$ cat src/rtl/irq_hub_pkg.sv
package irq_hub_pkg;
  typedef enum logic [2:0] {
    SEL_CTRL = 3'd0,
    SEL_PF1  = 3'd1,
    SEL_PF2  = 3'd2,
    SEL_PE1  = 3'd3,
    SEL_PE2  = 3'd4
  } sel_e;

  localparam int unsigned B_PBF  = 0;
  localparam int unsigned B_EXF  = 1;
  localparam int unsigned B_T0F  = 2;
  localparam int unsigned B_PBE  = 3;
  localparam int unsigned B_EXE  = 4;
  localparam int unsigned B_T0E  = 5;
  localparam int unsigned B_PEIE = 6;
  localparam int unsigned B_GIE  = 7;
  localparam int unsigned B_T1   = 0;
  localparam int unsigned B_PD   = 7;
  localparam logic [7:0]  CTRL_RST = 8'h01;
endpackage

$ cat src/rtl/irq_hub_sync.sv
module irq_hub_sync #(
  parameter int unsigned W      = 8,
  parameter int unsigned STAGES = 2
) (
  input  logic         clk,
  input  logic         rst_n,
  input  logic [W-1:0] d,
  output logic [W-1:0] q
);
  logic [STAGES-1:0][W-1:0] stg_q;

  generate
    for (genvar s = 0; s < STAGES; s++) begin : g_stage
      if (s == 0) begin : g_first
        always_ff @(posedge clk or negedge rst_n) begin
          if (!rst_n) stg_q[s] <= '0;
          else        stg_q[s] <= d;
        end
      end else begin : g_next
        always_ff @(posedge clk or negedge rst_n) begin
          if (!rst_n) stg_q[s] <= '0;
          else        stg_q[s] <= stg_q[s-1];
        end
      end
    end
  endgenerate

  assign q = stg_q[STAGES-1];
endmodule

$ cat src/rtl/irq_hub_chg.sv
module irq_hub_chg #(
  parameter int unsigned W      = 8,
  parameter int unsigned STAGES = 2
) (
  input  logic         clk,
  input  logic         rst_n,
  input  logic [W-1:0] pins,
  input  logic         rd_stb,
  output logic         change
);
  logic [W-1:0] pin_s;
  logic [W-1:0] copy_q, copy_d;

  irq_hub_sync #(.W(W), .STAGES(STAGES)) u_sync (
    .clk(clk), .rst_n(rst_n), .d(pins), .q(pin_s)
  );

  always_comb begin
    copy_d = copy_q;
    if (rd_stb) copy_d = pin_s;
  end

  always_ff @(posedge clk or negedge rst_n) begin
    if (!rst_n) copy_q <= '0;
    else        copy_q <= copy_d;
  end

  assign change = |(pin_s ^ copy_q);
endmodule

$ cat src/rtl/irq_hub_edge.sv
module irq_hub_edge #(
  parameter int unsigned STAGES = 2
) (
  input  logic clk,
  input  logic rst_n,
  input  logic pin,
  input  logic rise_sel,
  output logic hit
);
  logic pin_s;
  logic prev_q;

  irq_hub_sync #(.W(1), .STAGES(STAGES)) u_sync (
    .clk(clk), .rst_n(rst_n), .d(pin), .q(pin_s)
  );

  always_ff @(posedge clk or negedge rst_n) begin
    if (!rst_n) prev_q <= 1'b0;
    else        prev_q <= pin_s;
  end

  assign hit = rise_sel ? (pin_s & ~prev_q) : (~pin_s & prev_q);
endmodule

$ cat src/rtl/irq_hub.sv
module irq_hub
  import irq_hub_pkg::*;
#(
  parameter int unsigned PORT_W      = 8,
  parameter int unsigned SYNC_STAGES = 2
) (
  input  logic              clk,
  input  logic              rst_n,
  input  logic [2:0]        bus_sel,
  input  logic              bus_wr,
  input  logic [7:0]        bus_wdata,
  output logic [7:0]        bus_rdata,
  input  logic              t0_ovf,
  input  logic              t1_ovf,
  input  logic              ext_pin,
  input  logic              ext_rise,
  input  logic [PORT_W-1:0] pb_pins,
  input  logic              pb_rd,
  input  logic [PORT_W-1:0] pd_pins,
  input  logic              pd_rd,
  input  logic              irq_ack,
  input  logic              reti,
  output logic              irq,
  output logic              wake
);
  logic [7:0] ctrl_q, ctrl_d;
  logic       t1f_q, t1f_d, pdf_q, pdf_d;
  logic       t1e_q, t1e_d, pde_q, pde_d;
  logic       pb_chg, pd_chg, ext_hit;
  logic       wr_ctrl, wr_pf1, wr_pf2, wr_pe1, wr_pe2;
  logic       core_hit, peri_hit;
  sel_e       sel;

  assign sel = sel_e'(bus_sel);

  irq_hub_chg #(.W(PORT_W), .STAGES(SYNC_STAGES)) u_pb_chg (
    .clk(clk), .rst_n(rst_n), .pins(pb_pins), .rd_stb(pb_rd), .change(pb_chg)
  );

  irq_hub_chg #(.W(PORT_W), .STAGES(SYNC_STAGES)) u_pd_chg (
    .clk(clk), .rst_n(rst_n), .pins(pd_pins), .rd_stb(pd_rd), .change(pd_chg)
  );

  irq_hub_edge #(.STAGES(SYNC_STAGES)) u_ext (
    .clk(clk), .rst_n(rst_n), .pin(ext_pin), .rise_sel(ext_rise), .hit(ext_hit)
  );

  assign wr_ctrl = bus_wr && (sel == SEL_CTRL);
  assign wr_pf1  = bus_wr && (sel == SEL_PF1);
  assign wr_pf2  = bus_wr && (sel == SEL_PF2);
  assign wr_pe1  = bus_wr && (sel == SEL_PE1);
  assign wr_pe2  = bus_wr && (sel == SEL_PE2);

  always_comb begin
    ctrl_d = ctrl_q;
    if (wr_ctrl) ctrl_d = bus_wdata;
    if (reti)    ctrl_d[B_GIE] = 1'b1;
    if (irq_ack) ctrl_d[B_GIE] = 1'b0;
    ctrl_d[B_PBF] = ctrl_d[B_PBF] | pb_chg;
    ctrl_d[B_EXF] = ctrl_d[B_EXF] | ext_hit;
    ctrl_d[B_T0F] = ctrl_d[B_T0F] | t0_ovf;

    t1f_d = (wr_pf1 ? bus_wdata[B_T1] : t1f_q) | t1_ovf;
    pdf_d = (wr_pf2 ? bus_wdata[B_PD] : pdf_q) | pd_chg;
    t1e_d = wr_pe1 ? bus_wdata[B_T1] : t1e_q;
    pde_d = wr_pe2 ? bus_wdata[B_PD] : pde_q;
  end

  always_ff @(posedge clk or negedge rst_n) begin
    if (!rst_n) begin
      ctrl_q <= CTRL_RST;
      t1f_q  <= 1'b0;
      pdf_q  <= 1'b1;
      t1e_q  <= 1'b0;
      pde_q  <= 1'b0;
    end else begin
      ctrl_q <= ctrl_d;
      t1f_q  <= t1f_d;
      pdf_q  <= pdf_d;
      t1e_q  <= t1e_d;
      pde_q  <= pde_d;
    end
  end

  always_comb begin
    bus_rdata = 8'h00;
    case (sel)
      SEL_CTRL: bus_rdata = ctrl_q;
      SEL_PF1:  bus_rdata[B_T1] = t1f_q;
      SEL_PF2:  bus_rdata[B_PD] = pdf_q;
      SEL_PE1:  bus_rdata[B_T1] = t1e_q;
      SEL_PE2:  bus_rdata[B_PD] = pde_q;
      default:  bus_rdata = 8'h00;
    endcase
  end

  assign core_hit = |(ctrl_q[B_T0F:B_PBF] & ctrl_q[B_T0E:B_PBE]);
  assign peri_hit = ctrl_q[B_PEIE] & ((t1f_q & t1e_q) | (pdf_q & pde_q));
  assign irq      = ctrl_q[B_GIE] & (core_hit | peri_hit);
  assign wake     = (ctrl_q[B_PBF] & ctrl_q[B_PBE]) | (pdf_q & pde_q);


  ack_clears_gie_chk: assert property (@(posedge clk) disable iff (!rst_n)
    irq_ack |=> !irq);

  reti_sets_gie_chk: assert property (@(posedge clk) disable iff (!rst_n)
    (reti && !irq_ack) |=> (ctrl_q[B_GIE] == 1'b1));

  t0_sets_flag_chk: assert property (@(posedge clk) disable iff (!rst_n)
    t0_ovf |=> ctrl_q[B_T0F]);

  pb_flag_sticky_chk: assert property (@(posedge clk) disable iff (!rst_n)
    (ctrl_q[B_PBF] && !wr_ctrl) |=> ctrl_q[B_PBF]);

  pd_flag_sticky_chk: assert property (@(posedge clk) disable iff (!rst_n)
    (pdf_q && !wr_pf2) |=> pdf_q);

  wake_source_chk: assert property (@(posedge clk) disable iff (!rst_n)
    wake |-> (ctrl_q[B_PBF] || pdf_q));
endmodule

$ cat config.mk
export PLATFORM = sky130hd
export DESIGN_NAME = irq_hub
export DESIGN_NICKNAME = d
export VERILOG_FILES = /design/src/rtl/irq_hub_pkg.sv /design/src/rtl/irq_hub_sync.sv /design/src/rtl/irq_hub_chg.sv /design/src/rtl/irq_hub_edge.sv /design/src/rtl/irq_hub.sv
export SDC_FILE = /design/constraint.sdc
export NUM_CORES = 1
export LEC_CHECK = 0
export BUFFER_PORTS_ARGS = -buffer_cell sky130_fd_sc_hd__buf_2
export CORE_MARGIN = 5
export CORE_UTILIZATION = 53
export DETAILED_ROUTE_END_ITERATION = 10
export PLACE_DENSITY_LB_ADDON = 0.1
export SLEW_MARGIN = 30
export SYNTH_ARGS = -nofsm -noshare
export SYNTH_HDL_FRONTEND = slang
export SYNTH_SLANG_ARGS = --single-unit
$ cat constraint.sdc
create_clock -name clk -period 1.2 [get_ports clk]
set_input_delay 0.06 -clock clk [delete_from_list [all_inputs] [get_ports clk]]
set_output_delay 0.06 -clock clk [all_outputs]
set_load 0.02 [all_outputs]
==> flow_summary.json <==
{
  "status": "finished, violations left",
  "failed_checks": "negative setup slack",
  "die_y_um": 76.4,
  "timing_worst_setup_path_type": "reg2out",
  "vias_per_cell": 4.96,
  "hold_path.class": "in2reg",
  "grt_antenna_before_repair": 0,
  "layout.nets": 278,
  "final_common_cell": "dfrtp_1",
  "finalPower_mw": 4.54,
  "wl_per_cell_um": 13.3,
  "critPathArrivalTime_ps": 1400,
  "syn-num-nets": 189,
  "io_buffers": 47,
  "grt_pass1_wl_mm": 7.02,
  "cts.sink_count": 63,
  "hold_path.startpoint": "bus_wdata[0]",
  "power.density_nw_per_um2": 1440,
  "max_cap_violations": 0,
  "ys_ff_latch": 63,
  "tightest_slew_ps": 367,
  "clk_path_buf_depth": 2,
  "grt_pass1_vias": 1566,
  "htree_levels": 3,
  "antenna_cells": 0,
  "slowest_delay_ps": 410,
  "final_area_um2": 3170,
  "first_pass_iters": 4,
  "relSlewSlack_pct": 75.5,
  "timing.rr.start": "u_pb_chg.copy_q[6]",
  "cts_tree": "yes",
  "clock_skew_ps": 5.08,
  "nFillCells": 304,
  "final_cell_mix": "dfrtp_1, buf_2, dlygate4sd3_1",
  "grt_setup_unrepaired": "true",
  "cp-startpoint": "ctrl_q[3]",
  "startpoint_type": "register",
  "worstPathRequired_ps": 1140,
  "io_pins": 48,
  "ys_warn_count": 0,
  "clk_pin_slew_ps": 60,
  "dp_hpwl_mm": 2.62,
  "drc": 0,
  "place_area_um2": 2670,
  "syn_area_um2": 2340,
  "cts_root_buf": "clkbuf_8",
  "core_um2": 4320,
  "core.rowCount": 24,
  "synth.yosys.seq_area_share_pct": 67.6,
  "synth_cells": 151,
  "cts_made_buffers": 9,
  "routed_wl_mm": 3.94,
  "die_x_um": 76.4,
  "critPathSlowestCell": "a222oi_1",
  "overflow": 0,
  "vias": 1472,
  "grt_max_degree": 64,
  "worstPathCellList": "a222oi_1 -> a21boi_1 -> buf_2",
  "ant_nets": 0,
  "layout.cells.non_filler": 297,
  "numPlacedInstances": 251,
  "clock_latency_ps": 320,
  "cp_max_fo": 2,
  "place.gp.congestion": 0.880,
  "finalHoldViolCount": 0,
  "slew_viol_final": 0,
  "setup_violations": 5,
  "synthDistinctLibCells": 28,
  "start_util_pct": 54.1,
  "syn_area_per_cell_um2": 15.5,
  "track_usage_pct": 14.9,
  "leakagePower_nw": 1.45,
  "min_period_over_period_pct": 121,
  "ir_worst_vdd_v": 0.00124,
  "setup_slack_ps": -256,
  "fmax_mhz": 687,
  "drive_gt1_share_pct": 39.2,
  "dieArea_um2": 5840,
  "rr_worst_depth": 3,
  "initialDrtViolationCount": 44,
  "end_kind": "primary output",
  "area_delta_synth_final_pct": 35.4,
  "whs_path_depth": 2,
  "period_minus_slack_ps": 1460
}
cells by family (layout without fill, tap and decap cells):
logic type	count (synthesis)	after routing	synth area share (%)
compound gates	10	10	3.48
xor+xnor	16	16	6.00
buf+inv	6	100	1.66
flops	63	63	67.6
mux	28	28	13.2
simple gates	28	28	8.14
per-stage QoR:
step / hold WS (ps) / setup slack [ps] / util (%) / setup TNS, ps
3_3_place_gp: 82.1 / 85.4 / 61.8 / 0
4_1_cts: 0.132 / -276 / 72.9 / -747
6_report: 17.6 / -256 / 73.2 / -860
2_1_floorplan: -236 / 6.40 / - / 0
3_5_place_dp: 88.5 / 47.0 / 61.8 / 0
5_1_grt: 12.0 / -335 / 73.2 / -1230
registers in the layout, summed over array words and instances (netlist names):
name / cells
ctrl_q: 8
u_pb_chg.copy_q: 8
u_pd_chg.u_sync.stg_q: 8
pde_q: 1
pdf_q: 1
t1f_q: 1
u_pb_chg.u_sync.q: 8
u_ext.u_sync.q: 1
u_ext.u_sync.stg_q: 1
t1e_q: 1
u_pd_chg.u_sync.q: 8
u_pb_chg.u_sync.stg_q: 8
u_ext.prev_q: 1
u_pd_chg.copy_q: 8
synth_stat cells:
cell | n | area, um^2
dfrtp_1 | 61 | 1530
nand2_1 | 3 | 11.3
and3b_1 | 1 | 8.76
o21a_1 | 1 | 7.51
nor3_1 | 1 | 5.00
xor2_1 | 16 | 140
o211ai_1 | 1 | 7.51
buf_2 | 1 | 5.00
and2_1 | 6 | 37.5
a21boi_0 | 1 | 7.51
clkbuf_1 | 2 | 7.51
a222oi_1 | 1 | 10.0
nand3_1 | 3 | 15.0
mux2_2 | 22 | 248
nor2_1 | 3 | 11.3
and4bb_2 | 2 | 25.0
nor4_1 | 4 | 25.0
dfstp_2 | 2 | 52.6
nand4b_1 | 1 | 8.76
a211o_1 | 2 | 17.5
a21oi_1 | 1 | 5.00
a2bb2oi_1 | 1 | 8.76
nor2b_1 | 3 | 18.8
nor4b_4 | 1 | 23.8
mux2i_1 | 6 | 60.1
a22o_1 | 2 | 17.5
buf_6 | 2 | 22.5
inv_1 | 1 | 3.75
worst paths after layout:
| kind | end | slack (ps) |
|---|---|---|
| max | irq | -260 |
| min | t1f_q | 20 |
| max reg2reg | ctrl_q[0] | 110 |
| min reg2reg | u_pb_chg.u_sync.q[6] | 350 |
| max in group asynchronous | pdf_q | 630 |
| min in group asynchronous | u_ext.prev_q | 270 |
routing by layer:
metal | part of all wire, % | GRT usage, %
met4 | 1.5 | 8.04
met5 | 0 | 0
met3 | 6.4 | 4.85
met1 | 44 | 18.6
met2 | 48 | 22.8
critical path, delay by kind of cell, from the launching register on:
family                 cells  cell delay, ps
AOI/OAI and AO/OA          2             520
buffers and inverters      1             180
DFF                        1             380
power breakdown:
group          leakage, nW  switching (mW)  internal, mW
logic                0.636           0.234         0.342
registers            0.728           0.102          2.29
clock network       0.0894           0.717         0.856
final cells by class:
cell class,count,area (um^2),area share (%)
Timing Repair Buffer,83,622,19.6
Clock inverter,3,17.5,0.553
Sequential cell,63,1580,49.9
Inverter,1,3.75,0.119
Clock buffer,13,159,5.02
Tap cell,52,65.1,2.06
Multi-Input combinational cell,82,719,22.7
repair_timing:
item	in CTS	in global routing
hold buffers	28	0
resized for setup	5	2
endpoints found under the setup margin	4	5
hold endpoints to repair	86	0
gates cloned	0	0
setup buffers	1	1
pin swaps	2	1
Power figures use the tool's default switching activity.
